`src/rtl/ccd_lc_pkg.sv`:
```
// Shared types for the luma/chroma separator.
// Assumes: nothing beyond standard SystemVerilog.
package ccd_lc_pkg;

    // Chroma label carried beside each colour-difference sample
    typedef enum logic {
        CTAG_R_MINUS_Y  = 1'b0,
        CTAG_B_MINUS_YN = 1'b1
    } ctag_e;

endpackage

```
`src/rtl/ccd_black_est.sv`:
```
// Black-level estimator.
// Averages the first 2**OB_LOG2 optical-black samples of each line. A
// power-of-two count turns the division into a shift. The new level is
// published in the cycle after the last contributing sample.
// Assumes: sol_i and ob_i are meaningful only when vld_i is high.
module ccd_black_est #(
    parameter int PIX_W   = 12,
    parameter int OB_LOG2 = 2
) (
    input  logic             clk,
    input  logic             rst_n,
    input  logic             vld_i,
    input  logic             sol_i,
    input  logic             ob_i,
    input  logic [PIX_W-1:0] pix_i,
    output logic [PIX_W-1:0] black_o
);
    localparam int OB_NUM = 1 << OB_LOG2;
    localparam int CNT_W  = OB_LOG2 + 1;
    localparam int ACC_W  = PIX_W + OB_LOG2;

    logic [ACC_W-1:0] acc_q, acc_base, acc_sum;
    logic [CNT_W-1:0] cnt_q, cnt_base, cnt_inc;
    logic             take;
    logic [PIX_W-1:0] black_q;

    // Restart the accumulation at line start and decide whether this sample counts
    always_comb begin
        acc_base = sol_i ? '0 : acc_q;
        cnt_base = sol_i ? '0 : cnt_q;
        take     = vld_i && ob_i && (cnt_base < CNT_W'(OB_NUM));
        acc_sum  = acc_base + ACC_W'(pix_i);
        cnt_inc  = cnt_base + 1'b1;
    end

    // Accumulate, and publish the average once the count is reached
    always_ff @(posedge clk) begin
        if (!rst_n) begin
            acc_q   <= '0;
            cnt_q   <= '0;
            black_q <= '0;
        end else if (vld_i) begin
            if (take) begin
                acc_q <= acc_sum;
                cnt_q <= cnt_inc;
                if (cnt_inc == CNT_W'(OB_NUM))
                    black_q <= acc_sum[ACC_W-1:OB_LOG2];
            end else begin
                acc_q <= acc_base;
                cnt_q <= cnt_base;
            end
        end
    end

    assign black_o = black_q;

    // the count never passes the number of samples averaged
    a_r3_cnt_cap: assert property (@(posedge clk) disable iff (!rst_n)
        cnt_q <= CNT_W'(OB_NUM));

    // without an optical-black sample the level is held
    a_r2_level_hold: assert property (@(posedge clk) disable iff (!rst_n)
        !(vld_i && ob_i) |=> $stable(black_o));

endmodule

```
`src/rtl/ccd_clamp_stage.sv`:
```
// First pipeline stage: subtracts the black level, clamps at zero and
// tags each active sample with its position parity, a first-of-line flag
// and the chroma label of its line.
// Assumes: black_i is the level valid for the sample now on pix_i.
module ccd_clamp_stage
    import ccd_lc_pkg::*;
#(
    parameter int PIX_W = 12
) (
    input  logic             clk,
    input  logic             rst_n,
    input  logic             vld_i,
    input  logic             sol_i,
    input  logic             ob_i,
    input  logic             line_type_i,
    input  logic [PIX_W-1:0] pix_i,
    input  logic [PIX_W-1:0] black_i,
    output logic             s1_vld_o,
    output logic [PIX_W-1:0] s1_val_o,
    output logic             s1_first_o,
    output logic             s1_odd_o,
    output ctag_e            s1_tag_o
);
    logic             started_q, par_q;
    ctag_e            tag_q, cur_tag;
    logic             cur_first, cur_odd, active;
    logic [PIX_W:0]   diff;
    logic [PIX_W-1:0] clamped;

    // Position, label and clamped value for the sample now presented
    always_comb begin
        active    = vld_i && !ob_i;
        cur_first = sol_i || !started_q;
        cur_odd   = sol_i ? 1'b0 : par_q;
        cur_tag   = sol_i ? ctag_e'(line_type_i) : tag_q;
        diff      = {1'b0, pix_i} - {1'b0, black_i};
        clamped   = diff[PIX_W] ? '0 : diff[PIX_W-1:0];
    end

    // Track line state: the label latched at line start and the pair parity
    always_ff @(posedge clk) begin
        if (!rst_n) begin
            started_q <= 1'b0;
            par_q     <= 1'b0;
            tag_q     <= CTAG_R_MINUS_Y;
        end else if (vld_i) begin
            if (sol_i)
                tag_q <= ctag_e'(line_type_i);
            if (ob_i) begin
                if (sol_i) begin
                    started_q <= 1'b0;
                    par_q     <= 1'b0;
                end
            end else begin
                started_q <= 1'b1;
                par_q     <= !cur_odd;
            end
        end
    end

    // Register the stage output
    always_ff @(posedge clk) begin
        if (!rst_n) begin
            s1_vld_o   <= 1'b0;
            s1_val_o   <= '0;
            s1_first_o <= 1'b0;
            s1_odd_o   <= 1'b0;
            s1_tag_o   <= CTAG_R_MINUS_Y;
        end else begin
            s1_vld_o <= active;
            if (active) begin
                s1_val_o   <= clamped;
                s1_first_o <= cur_first;
                s1_odd_o   <= cur_odd;
                s1_tag_o   <= cur_tag;
            end
        end
    end

    // a clamped sample never exceeds the raw sample it came from
    a_r4_not_above: assert property (@(posedge clk) disable iff (!rst_n)
        s1_vld_o |-> (s1_val_o <= $past(pix_i)));

    // an invalid input cycle yields no active sample
    a_r10_idle: assert property (@(posedge clk) disable iff (!rst_n)
        !vld_i |=> !s1_vld_o);

endmodule

```
`src/rtl/ccd_pair_calc.sv`:
```
// Second pipeline stage: pairs each active sample with the previous one
// of its line and forms the half sum and the odd-minus-even difference.
// Assumes: the first sample of a line arrives with s1_first_i set.
module ccd_pair_calc
    import ccd_lc_pkg::*;
#(
    parameter int PIX_W = 12
) (
    input  logic             clk,
    input  logic             rst_n,
    input  logic             s1_vld_i,
    input  logic [PIX_W-1:0] s1_val_i,
    input  logic             s1_first_i,
    input  logic             s1_odd_i,
    input  ctag_e            s1_tag_i,
    output logic             out_vld_o,
    output logic [PIX_W-1:0] y_o,
    output logic [PIX_W:0]   c_o,
    output ctag_e            c_tag_o
);
    logic [PIX_W-1:0] prev_q;
    logic [PIX_W:0]   sum;
    logic [PIX_W:0]   delta;
    logic [PIX_W:0]   chroma;

    // Half sum and sign-corrected difference of the pair
    always_comb begin
        sum    = {1'b0, prev_q} + {1'b0, s1_val_i};
        delta  = {1'b0, s1_val_i} - {1'b0, prev_q};
        chroma = s1_odd_i ? delta : (~delta + 1'b1);
    end

    // Remember the last active sample of the line
    always_ff @(posedge clk) begin
        if (!rst_n)
            prev_q <= '0;
        else if (s1_vld_i)
            prev_q <= s1_val_i;
    end

    // Output register; data holds when no pair is produced
    always_ff @(posedge clk) begin
        if (!rst_n) begin
            out_vld_o <= 1'b0;
            y_o       <= '0;
            c_o       <= '0;
            c_tag_o   <= CTAG_R_MINUS_Y;
        end else begin
            out_vld_o <= s1_vld_i && !s1_first_i;
            if (s1_vld_i && !s1_first_i) begin
                y_o     <= sum[PIX_W:1];
                c_o     <= chroma;
                c_tag_o <= s1_tag_i;
            end
        end
    end

    // the first sample of a line produces nothing
    a_r5_first_silent: assert property (@(posedge clk) disable iff (!rst_n)
        (s1_vld_i && s1_first_i) |=> !out_vld_o);

    // every output stems from an active sample one cycle earlier
    a_r9_vld_source: assert property (@(posedge clk) disable iff (!rst_n)
        out_vld_o |-> $past(s1_vld_i));

endmodule

```
`src/rtl/ccd_lc_sep.sv`:
```
// Top of the luma/chroma separator: black-level estimator, clamp stage
// and pair stage. Latency from input edge to output is two edges.
// Assumes: pix_i is unsigned and already sums two vertically adjacent rows.
module ccd_lc_sep
    import ccd_lc_pkg::*;
#(
    parameter int PIX_W   = 12,
    parameter int OB_LOG2 = 2
) (
    input  logic             clk,
    input  logic             rst_n,
    input  logic [PIX_W-1:0] pix_i,
    input  logic             pix_vld_i,
    input  logic             sol_i,
    input  logic             line_type_i,
    input  logic             ob_i,
    output logic [PIX_W-1:0] y_o,
    output logic [PIX_W:0]   c_o,
    output logic             c_tag_o,
    output logic             out_vld_o
);
    logic [PIX_W-1:0] black;
    logic             s1_vld, s1_first, s1_odd;
    logic [PIX_W-1:0] s1_val;
    ctag_e            s1_tag, tag_out;

    ccd_black_est #(.PIX_W(PIX_W), .OB_LOG2(OB_LOG2)) u_black (
        .clk     (clk),
        .rst_n   (rst_n),
        .vld_i   (pix_vld_i),
        .sol_i   (sol_i),
        .ob_i    (ob_i),
        .pix_i   (pix_i),
        .black_o (black)
    );

    ccd_clamp_stage #(.PIX_W(PIX_W)) u_clamp (
        .clk         (clk),
        .rst_n       (rst_n),
        .vld_i       (pix_vld_i),
        .sol_i       (sol_i),
        .ob_i        (ob_i),
        .line_type_i (line_type_i),
        .pix_i       (pix_i),
        .black_i     (black),
        .s1_vld_o    (s1_vld),
        .s1_val_o    (s1_val),
        .s1_first_o  (s1_first),
        .s1_odd_o    (s1_odd),
        .s1_tag_o    (s1_tag)
    );

    ccd_pair_calc #(.PIX_W(PIX_W)) u_pair (
        .clk        (clk),
        .rst_n      (rst_n),
        .s1_vld_i   (s1_vld),
        .s1_val_i   (s1_val),
        .s1_first_i (s1_first),
        .s1_odd_i   (s1_odd),
        .s1_tag_i   (s1_tag),
        .out_vld_o  (out_vld_o),
        .y_o        (y_o),
        .c_o        (c_o),
        .c_tag_o    (tag_out)
    );

    assign c_tag_o = tag_out;

endmodule

```
`config.mk`:
```
export PLATFORM = sky130hd
export DESIGN_NAME = ccd_lc_sep
export DESIGN_NICKNAME = d
export VERILOG_FILES = /design/src/rtl/ccd_lc_pkg.sv /design/src/rtl/ccd_black_est.sv /design/src/rtl/ccd_clamp_stage.sv /design/src/rtl/ccd_pair_calc.sv /design/src/rtl/ccd_lc_sep.sv
export SDC_FILE = /design/constraint.sdc
export NUM_CORES = 1
export LEC_CHECK = 0
export BUFFER_PORTS_ARGS = -buffer_cell sky130_fd_sc_hd__clkbuf_2
export CORE_MARGIN = 1.5
export CORE_UTILIZATION = 50
export CTS_CLUSTER_SIZE = 30
export DETAILED_ROUTE_END_ITERATION = 6
export PLACE_DENSITY = 0.68
export SLEW_MARGIN = 20
export SYNTH_ARGS = -nofsm -noshare
export SYNTH_HDL_FRONTEND = slang
export SYNTH_SLANG_ARGS = --single-unit
```
`constraint.sdc`:
```
create_clock -name clk -period 4.6 [get_ports clk]
set_input_delay 0.92 -clock clk [delete_from_list [all_inputs] [get_ports clk]]
set_output_delay 0.92 -clock clk [all_outputs]
set_load 0.05 [all_outputs]
```
==> reports/qor.csv, run 1 <==
metric;value;unit
worst min-delay path category;flop to flop;
Post-CTS Hold Fix Bufs;0;
height of the die;108.9;µm
clock-pin slew on the worst setup and hold paths;0.09;ns
number of nets at the end of the flow;786;
Least-Margin Pin Slew;0.9237;ns
slack of the worst reg-to-reg path;1.57;ns
area inside the core boundary;10890;µm²
Max transition margin;0.3833;
Starting Density;0.5146;
largest cells by area after synthesis;sky130_fd_sc_hd__dfxtp_1, sky130_fd_sc_hd__ha_1, sky130_fd_sc_hd__nor2_1;
maximum clock path buffer count;2;
dominant cell type by area after synthesis;sky130_fd_sc_hd__dfxtp_1;
final wirelength;12380;µm
design internal power;1.230;mW
status;finished, final reports clean;
CTS H-Tree Depth;3;
delay of the slowest critical-path stage;0.47;ns
crit-path max FO;18;
gpl congestion;0.9790;
Remaining DRCs;0;
proportion of synthesized chip area in sequential cells;0.3109;
part of the power in the clock network;0.313;
max capacitance violation total;0;
Worst R2R Path Depth;12;
total CTS buffers;9;
post-route ant nets;0;
die outline area;11850;µm²
Detailed Place HPWL;9579;µm
Antenna diodes;0;
endpoint arrival time on the critical path;3.46;ns
power dissipated by switching net loads;0.5726;mW
first-pass GRT wire length;19960;µm
power share of the combinational group;0.243;
Period minus WS final;3.189;ns
final slew viol count;0;
average footprint of a synthesized cell;8.132;µm²
hold path depth;1;
final-layout setup total negative slack;0;ns
register share of total power;0.444;
async set-reset flop share out of synthesis;0;
complex-gate fraction of the synthesized area;0.2059;
quantity of gates resized following cts;0;
top-area cell type share of the netlist area;0.3109;
slowest cell on the critical path;sky130_fd_sc_hd__a211oi_1;
static leakage power;2.437;nW
cell count after synthesis;689;
standard-cell row count;38;
largest vdd supply drop;0.1717;mV
category of the critical setup timing path;primary input to flop;
simple-gate share of the synthesized area;0.1943;
worst hold slack;0.4582;ns
final-report hold violation count;0;
dominant combinational cell family by area after synthesis;compound AO/OA/AOI/OAI gates;
clock network latency to the later pin of the worst-skew pair;0.38;ns
count of vias placed by the detailed router;4769;
Placed Cells incl. Taps;842;
crit share post-route;0.6932;
area delta synth->final;8.687;%
number of distinct standard cells referenced by the synthesized netlist;62;
largest net degree at the start of global routing;55;
CP Launch Point;sol_i;
most frequently used flop master after synthesis;sky130_fd_sc_hd__dfxtp_1;
number of sinks on the clock net;87;
Crit path required time;4.87;ns
1st-iter DRT viols;302;
count of warnings emitted by yosys;0;
CTS tree;yes;
Post-synth EDFFs;0;
Non-Filler Instances;858;
first-pass detailed-route iteration total;5;
share of post-route cells with drive strength above 1;0.1058;
PD cells;296.0;nW/µm²
Yosys reg bits;87;
mux cell area share after synthesis;0.03082;
antenna violations before repair;0;
library cell used as clock root buffer;sky130_fd_sc_hd__clkbuf_8;
destination of the worst hold path;u_clamp.s1_first_o;
area share of fa/ha/maj cells after synthesis;0.1282;
global-route total usage across every layer;0.2145;
series of cell instances along the critical path;clkbuf_2 -> buf_4 -> nor2b_1 -> ha_1 -> a211oi_1 -> o21ai_0 -> a21oi_1 -> o211ai_1 -> nand2_1 -> a2111oi_0 -> a311o_1;
reg-to-reg startpoint;u_clamp.s1_val_o[0];
via count of the first global-routing pass;4409;
proportion of total power due to net switching;0.3176;
number of port buffers;44;
worst clock skew;0.007759;ns
remaining global-route overflow;0;
cell area after synthesis;5603;µm²
final setup violation count;0;
per-cell via count in the routed design;5.558;
Highest Clock Rate;0.3136;GHz
worst min-delay path startpoint;u_clamp.started_q;
worst r2r dst;u_pair.c_o[12];
average wire per standard cell;14.43;µm
crit path capture type;flop;
I/O pin count;45;
post-CTS setup buffer count;0;
x dimension of the die;108.9;µm
synthesized net count;762;
nature of the critical path startpoint;primary input;
Synth Area in XOR/XNOR;0.07481;
unrepaired setup endpoints after global routing;false;
## area by class of cell
type / count / area, µm²
clock inverter: 4 / 53.80
fill: 1036 / 4798
sequential: 87 / 1742
multi-input combinational: 525 / 3560
timing repair buffer: 47 / 242.7
inverter: 43 / 161.4
clock buffer: 12 / 155.1
tap: 140 / 175.2
## routing by layer
metal	global-route usage	vias up	wire length (µm)
met2	0.3535	72	5743
met4	0.07519	0	218
met1	0.2782	2228	6046
met3	0.04363	19	368
li1	-	2450	-
met5	0	-	0
## Yosys cell counts (2+ instances only)
cell and count:
sky130_fd_sc_hd__nand3_1 18, sky130_fd_sc_hd__a21o_1 6, sky130_fd_sc_hd__and4_1 2, sky130_fd_sc_hd__fa_1 4, sky130_fd_sc_hd__a22oi_1 16, sky130_fd_sc_hd__a211oi_1 22, sky130_fd_sc_hd__nor3_1 18, sky130_fd_sc_hd__buf_6 2
sky130_fd_sc_hd__inv_1 42, sky130_fd_sc_hd__mux2_2 2, sky130_fd_sc_hd__nor2_1 95, sky130_fd_sc_hd__nor2b_1 21, sky130_fd_sc_hd__and3_1 3, sky130_fd_sc_hd__nand2b_1 8, sky130_fd_sc_hd__o211ai_1 6, sky130_fd_sc_hd__nor3b_1 2
sky130_fd_sc_hd__or3_1 5, sky130_fd_sc_hd__a31oi_1 6, sky130_fd_sc_hd__buf_1 2, sky130_fd_sc_hd__a311oi_1 4, sky130_fd_sc_hd__o21ai_1 4, sky130_fd_sc_hd__o21a_1 8, sky130_fd_sc_hd__dfxtp_1 87, sky130_fd_sc_hd__ha_1 51
sky130_fd_sc_hd__nand2_1 50, sky130_fd_sc_hd__o21bai_1 5, sky130_fd_sc_hd__nor4_1 3, sky130_fd_sc_hd__xor2_1 14, sky130_fd_sc_hd__o211a_1 2, sky130_fd_sc_hd__and2_1 2, sky130_fd_sc_hd__o21ai_0 22, sky130_fd_sc_hd__nand4_1 3
sky130_fd_sc_hd__a21oi_1 48, sky130_fd_sc_hd__o31ai_1 4, sky130_fd_sc_hd__a2111oi_0 2, sky130_fd_sc_hd__clkbuf_1 28, sky130_fd_sc_hd__a311o_1 2, sky130_fd_sc_hd__mux2i_1 15, sky130_fd_sc_hd__xnor2_1 32
## state kept, by name, summed over array words and instances, names as in the netlist
register / flops
u_pair.prev_q: 12
u_pair.c_o: 13
u_clamp.s1_vld_o: 1
u_clamp.par_q: 1
u_black.acc_q: 14
u_pair.out_vld_o: 1
u_clamp.s1_val_o: 12
u_clamp.started_q: 1
u_black.cnt_q: 3
u_clamp.s1_tag_o: 1
u_black.black_o: 12
u_clamp.s1_odd_o: 1
u_pair.c_tag_o: 1
u_clamp.s1_first_o: 1
u_pair.y_o: 12
u_clamp.tag_q: 1
## how the worst max path moves through the flow
stage	endpoint	slack (ns)	cells after the start
after floorplan	u_black.acc_q[12]	1.12	12
after global placement	u_black.acc_q[12]	1.20	12
after detailed placement	u_black.acc_q[12]	1.09	11
after CTS	u_black.acc_q[12]	1.46	11
after global routing	u_black.acc_q[12]	1.18	11
final	u_black.acc_q[12]	1.41	11
## worst max-delay path: cells and delay by family
kind	cells	cell delay (ns)
adders and majority gates	1	0.33
buffers and inverters	2	0.41
and+or+nand+nor	2	0.20
AOI/OAI and AO/OA	6	1.60
## through the flow
step | util | total power [mW] | worst slack (ns) | instance area, µm²
floorplan | - | 1.165 | 1.121 | 5603
finish | 0.5593 | 1.803 | 1.411 | 6090
global placement | 0.5401 | 1.245 | 1.201 | 5881
detailed placement | 0.5401 | 1.255 | 1.088 | 5881
CTS | 0.5593 | 1.818 | 1.460 | 6090
global route | 0.5593 | 1.897 | 1.183 | 6090
## cells in the final DEF, fill, tap and decap left out, drive strengths merged, types with 3 or more instances in the layout
cell type and instances:
nand2 50, or3 5, inv 43, a21o 6
nor2b 21, a31oi 6, ha 51, mux2i 15
and3 3, o211ai 6, o31ai 4, a311oi 4
nand2b 8, nand4 3, o21ai 27, a21oi 48
a22oi 16, nor2 95, xnor2 33, fa 4
o21bai 5, a211oi 23, and2 3, o21a 8
nor3 18, nor4 4, xor2 14, nand3 18
dfxtp 87, buf 3, clkbuf 56
## cells by family after synthesis
kind of cell / after synthesis
xor gates and xnor gates: 47
buffers and inverters: 77
and+or+nand+nor: 235
muxes: 17
AOI/OAI and AO/OA: 171
adders and majority gates: 55
DFF: 87
## power by group through the flow
stage | registers [mW] | logic, mW | clock network, mW
after floorplan | 0.853 | 0.312 | 0
after global placement | 0.817 | 0.428 | 0
after detailed placement | 0.818 | 0.436 | 0
after CTS | 0.801 | 0.439 | 0.578
after global routing | 0.805 | 0.482 | 0.611
final | 0.800 | 0.438 | 0.565
Note: power is estimated with default switching activity, not from simulation.
==> run 2: changes to the inputs <==
==> constraint.sdc (replaced) <==
create_clock -name clk -period 3.2 [get_ports clk]
set_input_delay 0.64 -clock clk [delete_from_list [all_inputs] [get_ports clk]]
set_output_delay 0.64 -clock clk [all_outputs]
set_load 0.05 [all_outputs]
==> run 2 against run 1 <==
Sequential power increased by 44%. Sequential share of layout area fell by 0.27 points. Combinational power rose by 46%.
==> reports/qor.csv, run 2 (same netlist as run 1, synthesis figures left out) <==
metric;value;unit;change
CP Launch Point;u_clamp.s1_val_o[0];;
max capacitance violation total;0;;unchanged
delay of the slowest critical-path stage;0.49;ns;+0.02 ns
hold path depth;2;;+1
final design area excluding fillers;6147;µm²;+0.95%
count of buffering cells on the critical path with inverters included;2;;unchanged
first-pass GRT wire length;20400;µm;+2.2%
standard-cell row count;38;;unchanged
Placed Cells incl. Taps;851;;+1.1%
series of cell instances along the critical path;inv_1 -> ha_1 -> inv_1 -> fa_1 -> a211oi_2 -> nor2_1 -> xnor2_2 -> nor4b_1 -> and4_1 -> a31oi_1 -> xnor2_1 -> a211oi_1;;
via count of the first global-routing pass;4388;;-0.48%
dominant delay contributor by cell family on the critical path;simple AND/OR/NAND/NOR gates;;
share of post-route cells with drive strength above 1;0.1169;;+0.01107
global-route total usage across every layer;0.2174;;+0.002828
post-route ant nets;0;;unchanged
number of port buffers;44;;unchanged
remaining global-route overflow;0;;unchanged
number of sinks on the clock net;87;;unchanged
average wire per standard cell;13.95;µm;-3.3%
worst min-delay path category;flop to flop;;
clock network latency to the later pin of the worst-skew pair;0.37;ns;about the same
power share of the combinational group;0.249;;+0.006
first-pass detailed-route iteration total;5;;unchanged
nature of the critical path startpoint;flop;;
Detailed Place HPWL;9406;µm;-1.8%
height of the die;108.9;µm;unchanged
crit share post-route;0.9169;;
post-CTS setup buffer count;0;;unchanged
total design power;2.572;mW;+43%
destination of the worst hold path;u_black.black_o[4];;
reg-to-reg startpoint;u_clamp.s1_val_o[0];;
design internal power;1.753;mW;+43%
category of the critical setup timing path;flop to flop;;
worst clock skew;0.01348;ns;+0.005723 ns
register share of total power;0.446;;+0.002
final wirelength;12090;µm;-2.3%
leading cell types in the layout, fill and taps excluded;sky130_fd_sc_hd__nor2_1, sky130_fd_sc_hd__dfxtp_1, sky130_fd_sc_hd__ha_1;;
count of vias placed by the detailed router;4776;;+0.15%
endpoint arrival time on the critical path;3.23;ns;-0.23 ns
static leakage power;2.474;nW;+1.5%
CTS tree;yes;;
final-report hold violation count;0;;unchanged
Antenna diodes;0;;unchanged
status;finished, final reports clean;;
per-cell via count in the routed design;5.509;;-0.89%
I/O pin count;45;;unchanged
Starting Density;0.5146;;unchanged
Non-Filler Instances;867;;+1.0%
proportion of total power due to net switching;0.3185;;+0.0008703
Least-Margin Pin Slew;0.9111;ns;-0.01262 ns
crit path capture type;flop;;
library cell used as clock root buffer;sky130_fd_sc_hd__clkbuf_8;;
total CTS buffers;9;;unchanged
CTS H-Tree Depth;3;;unchanged
die outline area;11850;µm²;unchanged
gpl congestion;0.9698;;-0.94%
worst r2r dst;u_pair.c_o[11];;
clock-pin slew on the worst setup and hold paths;0.09;ns;about the same
number of nets at the end of the flow;795;;+1.1%
final slew viol count;0;;unchanged
Worst R2R Path Depth;12;;unchanged
area inside the core boundary;10890;µm²;unchanged
leading cell type in the layout, fill and taps excluded;sky130_fd_sc_hd__nor2_1;;
final-layout setup total negative slack;0;ns;unchanged
PD cells;418.5;nW/µm²;+41%
Crit path required time;3.50;ns;-1.37 ns
quantity of gates resized following cts;0;;unchanged
largest net degree at the start of global routing;50;;-9.1%
antenna violations before repair;0;;unchanged
slowest cell on the critical path;sky130_fd_sc_hd__nor4b_1;;
worst min-delay path startpoint;u_black.black_o[4];;
post-route worst setup slack;0.2659;ns;-1.145 ns
placed inst area;5948;µm²;+1.1%
setup slack at placement;0.06931;ns;-1.019 ns
maximum clock path buffer count;2;;unchanged
1st-iter DRT viols;300;;-0.66%
Remaining DRCs;0;;unchanged
Max transition margin;0.3862;;+0.002894
slack of the worst reg-to-reg path;0.27;ns;-1.30 ns
Highest Clock Rate;0.3408;GHz;
most used cell along the critical path;sky130_fd_sc_hd__inv_1;;
part of the power in the clock network;0.305;;-0.008
crit-path max FO;4;;-14
final setup violation count;0;;unchanged
number of flip-flops in the largest register;14;;unchanged
Period minus WS final;2.934;ns;
register bank with the most flops;u_black.acc_q;;
x dimension of the die;108.9;µm;unchanged
unrepaired setup endpoints after global routing;false;;
Post-CTS Hold Fix Bufs;0;;unchanged
largest vdd supply drop;0.2183;mV;+27%
power dissipated by switching net loads;0.8192;mW;+43%
area delta synth->final;9.714;%;
biggest regs;u_black.acc_q (14), u_pair.c_o (13);;
==> run 2: worst max-delay path by stage <==
stage | end | slack (ns) | cells after the start
after floorplan | u_black.acc_q[12] | 0.0009 | 12
after global placement | u_black.acc_q[12] | 0.13 | 12
after detailed placement | u_black.acc_q[12] | 0.07 | 12
after CTS | u_pair.c_o[11] | 0.28 | 12
after global routing | u_pair.c_o[12] | 0.09 | 12
final | u_pair.c_o[11] | 0.27 | 12
==> run 2: worst register-to-register path, stage by stage (launching register included) <==
cell and delay (ns):
sky130_fd_sc_hd__dfxtp_1 0.35, sky130_fd_sc_hd__inv_1 0.07, sky130_fd_sc_hd__ha_1 0.15, sky130_fd_sc_hd__inv_1 0.05
sky130_fd_sc_hd__fa_1 0.41, sky130_fd_sc_hd__a211oi_2 0.29, sky130_fd_sc_hd__nor2_1 0.13, sky130_fd_sc_hd__xnor2_2 0.21
sky130_fd_sc_hd__nor4b_1 0.49, sky130_fd_sc_hd__and4_1 0.28, sky130_fd_sc_hd__a31oi_1 0.11, sky130_fd_sc_hd__xnor2_1 0.14
sky130_fd_sc_hd__a211oi_1 0.21
==> run 2: cell type report <==
| cell class | count | area, µm² |
|---|---|---|
| Fill cell | 1023 | 4741 |
| Multi-Input combinational cell | 525 | 3560 |
| Sequential cell | 87 | 1742 |
| Timing Repair Buffer | 56 | 310.3 |
| Tap cell | 140 | 175.2 |
| Inverter | 43 | 161.4 |
| Clock buffer | 11 | 141.4 |
| Clock inverter | 5 | 57.56 |
==> run 2: routing by layer <==
layer / GRT usage / vias up / share of wire
li1: - / 2475 / -
met3: 0.04065 / 18 / 0.028
met4: 0.08929 / 0 / 0.018
met2: 0.3401 / 71 / 0.45
met5: 0 / - / 0
met1: 0.2937 / 2212 / 0.50
==> run 2: stage by stage <==
step / hold WS (ns) / util
6_report: 0.4612 / 0.5646
5_1_grt: 0.4885 / 0.5646
4_1_cts: 0.4627 / 0.5646
3_5_place_dp: 0.4506 / 0.5463
3_3_place_gp: 0.4417 / 0.5463
2_1_floorplan: 0.4243 / -
==> run 2: power by group through the flow <==
| stage | Clock (mW) | Sequential, mW | Combinational [mW] |
|---|---|---|---|
| final | 0.784 | 1.15 | 0.640 |
| after CTS | 0.809 | 1.15 | 0.642 |
| after detailed placement | 0 | 1.17 | 0.639 |
| after global placement | 0 | 1.17 | 0.630 |
| after global routing | 0.854 | 1.15 | 0.708 |
| after floorplan | 0 | 1.23 | 0.448 |
==> run 3: changes to the inputs <==
--- a/config.mk
+++ b/config.mk
@@ -6,10 +6,12 @@
 export NUM_CORES = 1
 export LEC_CHECK = 0
 export BUFFER_PORTS_ARGS = -buffer_cell sky130_fd_sc_hd__clkbuf_2
+export CORE_ASPECT_RATIO = 1.75
 export CORE_MARGIN = 1.5
 export CORE_UTILIZATION = 50
 export CTS_CLUSTER_SIZE = 30
 export DETAILED_ROUTE_END_ITERATION = 6
+export GPL_ROUTABILITY_DRIVEN = 0
 export PLACE_DENSITY = 0.68
 export SLEW_MARGIN = 20
 export SYNTH_ARGS = -nofsm -noshare
==> run 3 against run 2 <==
Routed wire length is 1.7% higher. Largest power group unchanged. Register-to-register slack is essentially flat. Die area is 0.21% higher. Design area increased by 1.6%. Maximum frequency down 1.4%. Global-route usage is essentially flat. Critical path depth is 1 higher. Critical endpoint is now u_clamp.s1_val_o[3]. Sequential power barely moved. Critical path type is now primary input to flop. Core utilization up 0.12 points. Sequential share of layout area is 0.45 points lower. Hold slack worse by 0.011 ns. Sequential cell count stayed put.
==> reports/qor.csv, run 3 (same netlist as run 1, synthesis figures left out) <==
metric;value;unit;change
final-report hold violation count;0;;unchanged
Post-CTS Hold Fix Bufs;0;;unchanged
quantity of gates resized following cts;0;;unchanged
area delta synth->final;11.48;%;
Detailed Place HPWL;9556;µm;+1.6%
Max transition margin;0.2669;;-0.1193
remaining global-route overflow;0;;unchanged
Placed Cells incl. Taps;842;;-1.1%
maximum clock path buffer count;2;;unchanged
crit share post-route;0.9298;;+0.01286
Crit path required time;3.43;ns;-0.07 ns
total design power;2.878;mW;+12%
leading cell types in the layout, fill and taps excluded;sky130_fd_sc_hd__nor2_1, sky130_fd_sc_hd__dfxtp_1, sky130_fd_sc_hd__ha_1;;
PD cells;460.7;nW/µm²;+10%
worst min-delay path startpoint;u_clamp.started_q;;
height of the die;143.0;µm;+31%
number of sinks on the clock net;87;;unchanged
first-pass GRT wire length;21000;µm;+2.9%
hold path depth;1;;-1
count of vias placed by the detailed router;4784;;+0.17%
total CTS buffers;9;;unchanged
Worst R2R Path Depth;10;;-2
worst hold slack;0.4503;ns;-0.01089 ns
per-cell via count in the routed design;5.576;;+1.2%
static leakage power;2.528;nW;+2.2%
Period minus WS final;2.975;ns;+0.04117 ns
largest net degree at the start of global routing;50;;unchanged
leading cell type in the layout, fill and taps excluded;sky130_fd_sc_hd__nor2_1;;
Starting Density;0.5075;;-0.007057
standard-cell row count;51;;+34%
biggest regs;u_black.acc_q (14), u_pair.c_o (13);;
final wirelength;12290;µm;+1.7%
global-route total usage across every layer;0.2169;;-0.0004219
unrepaired setup endpoints after global routing;false;;
Least-Margin Pin Slew;1.088;ns;+0.1771 ns
max capacitance violation total;0;;unchanged
final core utilization;0.5658;;+0.001211
x dimension of the die;83.02;µm;-24%
post-route ant nets;0;;unchanged
crit path capture type;flop;;
clock network latency to the later pin of the worst-skew pair;0.34;ns;-0.03 ns
nature of the critical path startpoint;primary input;;
final-layout setup total negative slack;0;ns;unchanged
category of the critical setup timing path;primary input to flop;;
clock-pin slew on the worst setup and hold paths;0.07;ns;-0.02 ns
crit-path max FO;11;;+7
Non-Filler Instances;858;;-1.0%
register bank with the most flops;u_black.acc_q;;
destination of the worst hold path;u_clamp.s1_first_o;;
CTS H-Tree Depth;3;;unchanged
1st-iter DRT viols;150;;-50%
CTS tree;yes;;
slack of the worst reg-to-reg path;0.27;ns;about the same
I/O pin count;45;;unchanged
status;finished, final reports clean;;
final setup violation count;0;;unchanged
die outline area;11870;µm²;+0.21%
share of post-route cells with drive strength above 1;0.1171;;+0.0001610
final slew viol count;0;;unchanged
antenna violations before repair;0;;unchanged
endpoint arrival time on the critical path;3.21;ns;-0.02 ns
Remaining DRCs;0;;unchanged
number of nets at the end of the flow;794;;-0.13%
largest vdd supply drop;0.3077;mV;+41%
average wire per standard cell;14.33;µm;+2.7%
reg-to-reg startpoint;u_pair.prev_q[5];;
post-CTS setup buffer count;0;;unchanged
Antenna diodes;0;;unchanged
first-pass detailed-route iteration total;4;;-1
library cell used as clock root buffer;sky130_fd_sc_hd__clkbuf_16;;
worst r2r dst;u_pair.c_o[12];;
number of flip-flops in the largest register;14;;unchanged
via count of the first global-routing pass;4722;;+7.6%
Highest Clock Rate;0.3361;GHz;-1.4%
number of port buffers;44;;unchanged
worst min-delay path category;flop to flop;;
area inside the core boundary;11040;µm²;+1.4%
worst clock skew;0.009045;ns;-0.004437 ns
## run 3: changes by cell type in the layout (fill, tap and decap cells not counted)
cell and delta:
sky130_fd_sc_hd__buf_4 -2, sky130_fd_sc_hd__clkbuf_16 +9, sky130_fd_sc_hd__clkinv_4 +1, sky130_fd_sc_hd__clkbuf_1 -1, sky130_fd_sc_hd__clkbuf_8 -10, sky130_fd_sc_hd__buf_12 +1, sky130_fd_sc_hd__inv_6 +3, sky130_fd_sc_hd__clkinvlp_4 -2
## run 3: worst max-delay path, stage by stage
cell                       delay [ns]
sky130_fd_sc_hd__clkbuf_2        0.09
sky130_fd_sc_hd__inv_1           0.05
sky130_fd_sc_hd__ha_1            0.16
sky130_fd_sc_hd__inv_1           0.05
sky130_fd_sc_hd__fa_1            0.40
sky130_fd_sc_hd__a21o_1          0.17
sky130_fd_sc_hd__a21oi_1         0.20
sky130_fd_sc_hd__o211ai_1        0.20
sky130_fd_sc_hd__a311o_1         0.32
sky130_fd_sc_hd__a21oi_1         0.34
sky130_fd_sc_hd__nor2_1          0.27
sky130_fd_sc_hd__a32oi_1         0.25
sky130_fd_sc_hd__nor2_1          0.05
## run 3: worst max-delay path by stage
stage	start	to	slack [ns]	cells after the start
2_1_floorplan	sol_i	u_black.acc_q[12]	0.0009	12
3_3_place_gp	pix_i[0]	u_clamp.s1_val_o[3]	-0.09	13
3_5_place_dp	pix_i[0]	u_clamp.s1_val_o[3]	-0.17	13
4_1_cts	pix_i[0]	u_clamp.s1_val_o[3]	0.20	13
5_1_grt	pix_i[0]	u_clamp.s1_val_o[3]	0.01	13
6_report	pix_i[0]	u_clamp.s1_val_o[3]	0.22	13
## run 3: power by group
| group | leakage [nW] | switching [mW] | internal [mW] | total [mW] |
|---|---|---|---|---|
| clock network | 0.147 | 0.472 | 0.614 | 1.09 |
| registers | 0.707 | 0.0250 | 1.12 | 1.15 |
| logic | 1.67 | 0.393 | 0.252 | 0.645 |
| total | 2.53 | 0.890 | 1.99 | 2.88 |
## run 3: metal layers
layer / track usage / wire (µm) / vias up
met2: 0.4339 / 6713 / 77
met4: 0.1158 / 592 / 0
met3: 0.03410 / 273 / 33
li1: - / - / 2473
met1: 0.2078 / 4714 / 2201
met5: 0 / 0 / -
## run 3: stage by stage
step / worst slack [ns] / cell area (µm²)
after floorplan: 0.0009452 / 5603
after global placement: -0.08664 / 5943
after detailed placement: -0.1694 / 5943
after CTS: 0.1957 / 6246
after global routing: 0.01454 / 6246
final: 0.2248 / 6246
## run 3: area by class of cell
class	instances	area, µm²
well taps	132	165.2
inverters	43	161.4
fillers	1027	4793
flip-flops and latches	87	1742
repair buffers	55	315.3
clock buffers	9	225.2
multi-input cells	525	3560
clock inverters	7	77.57
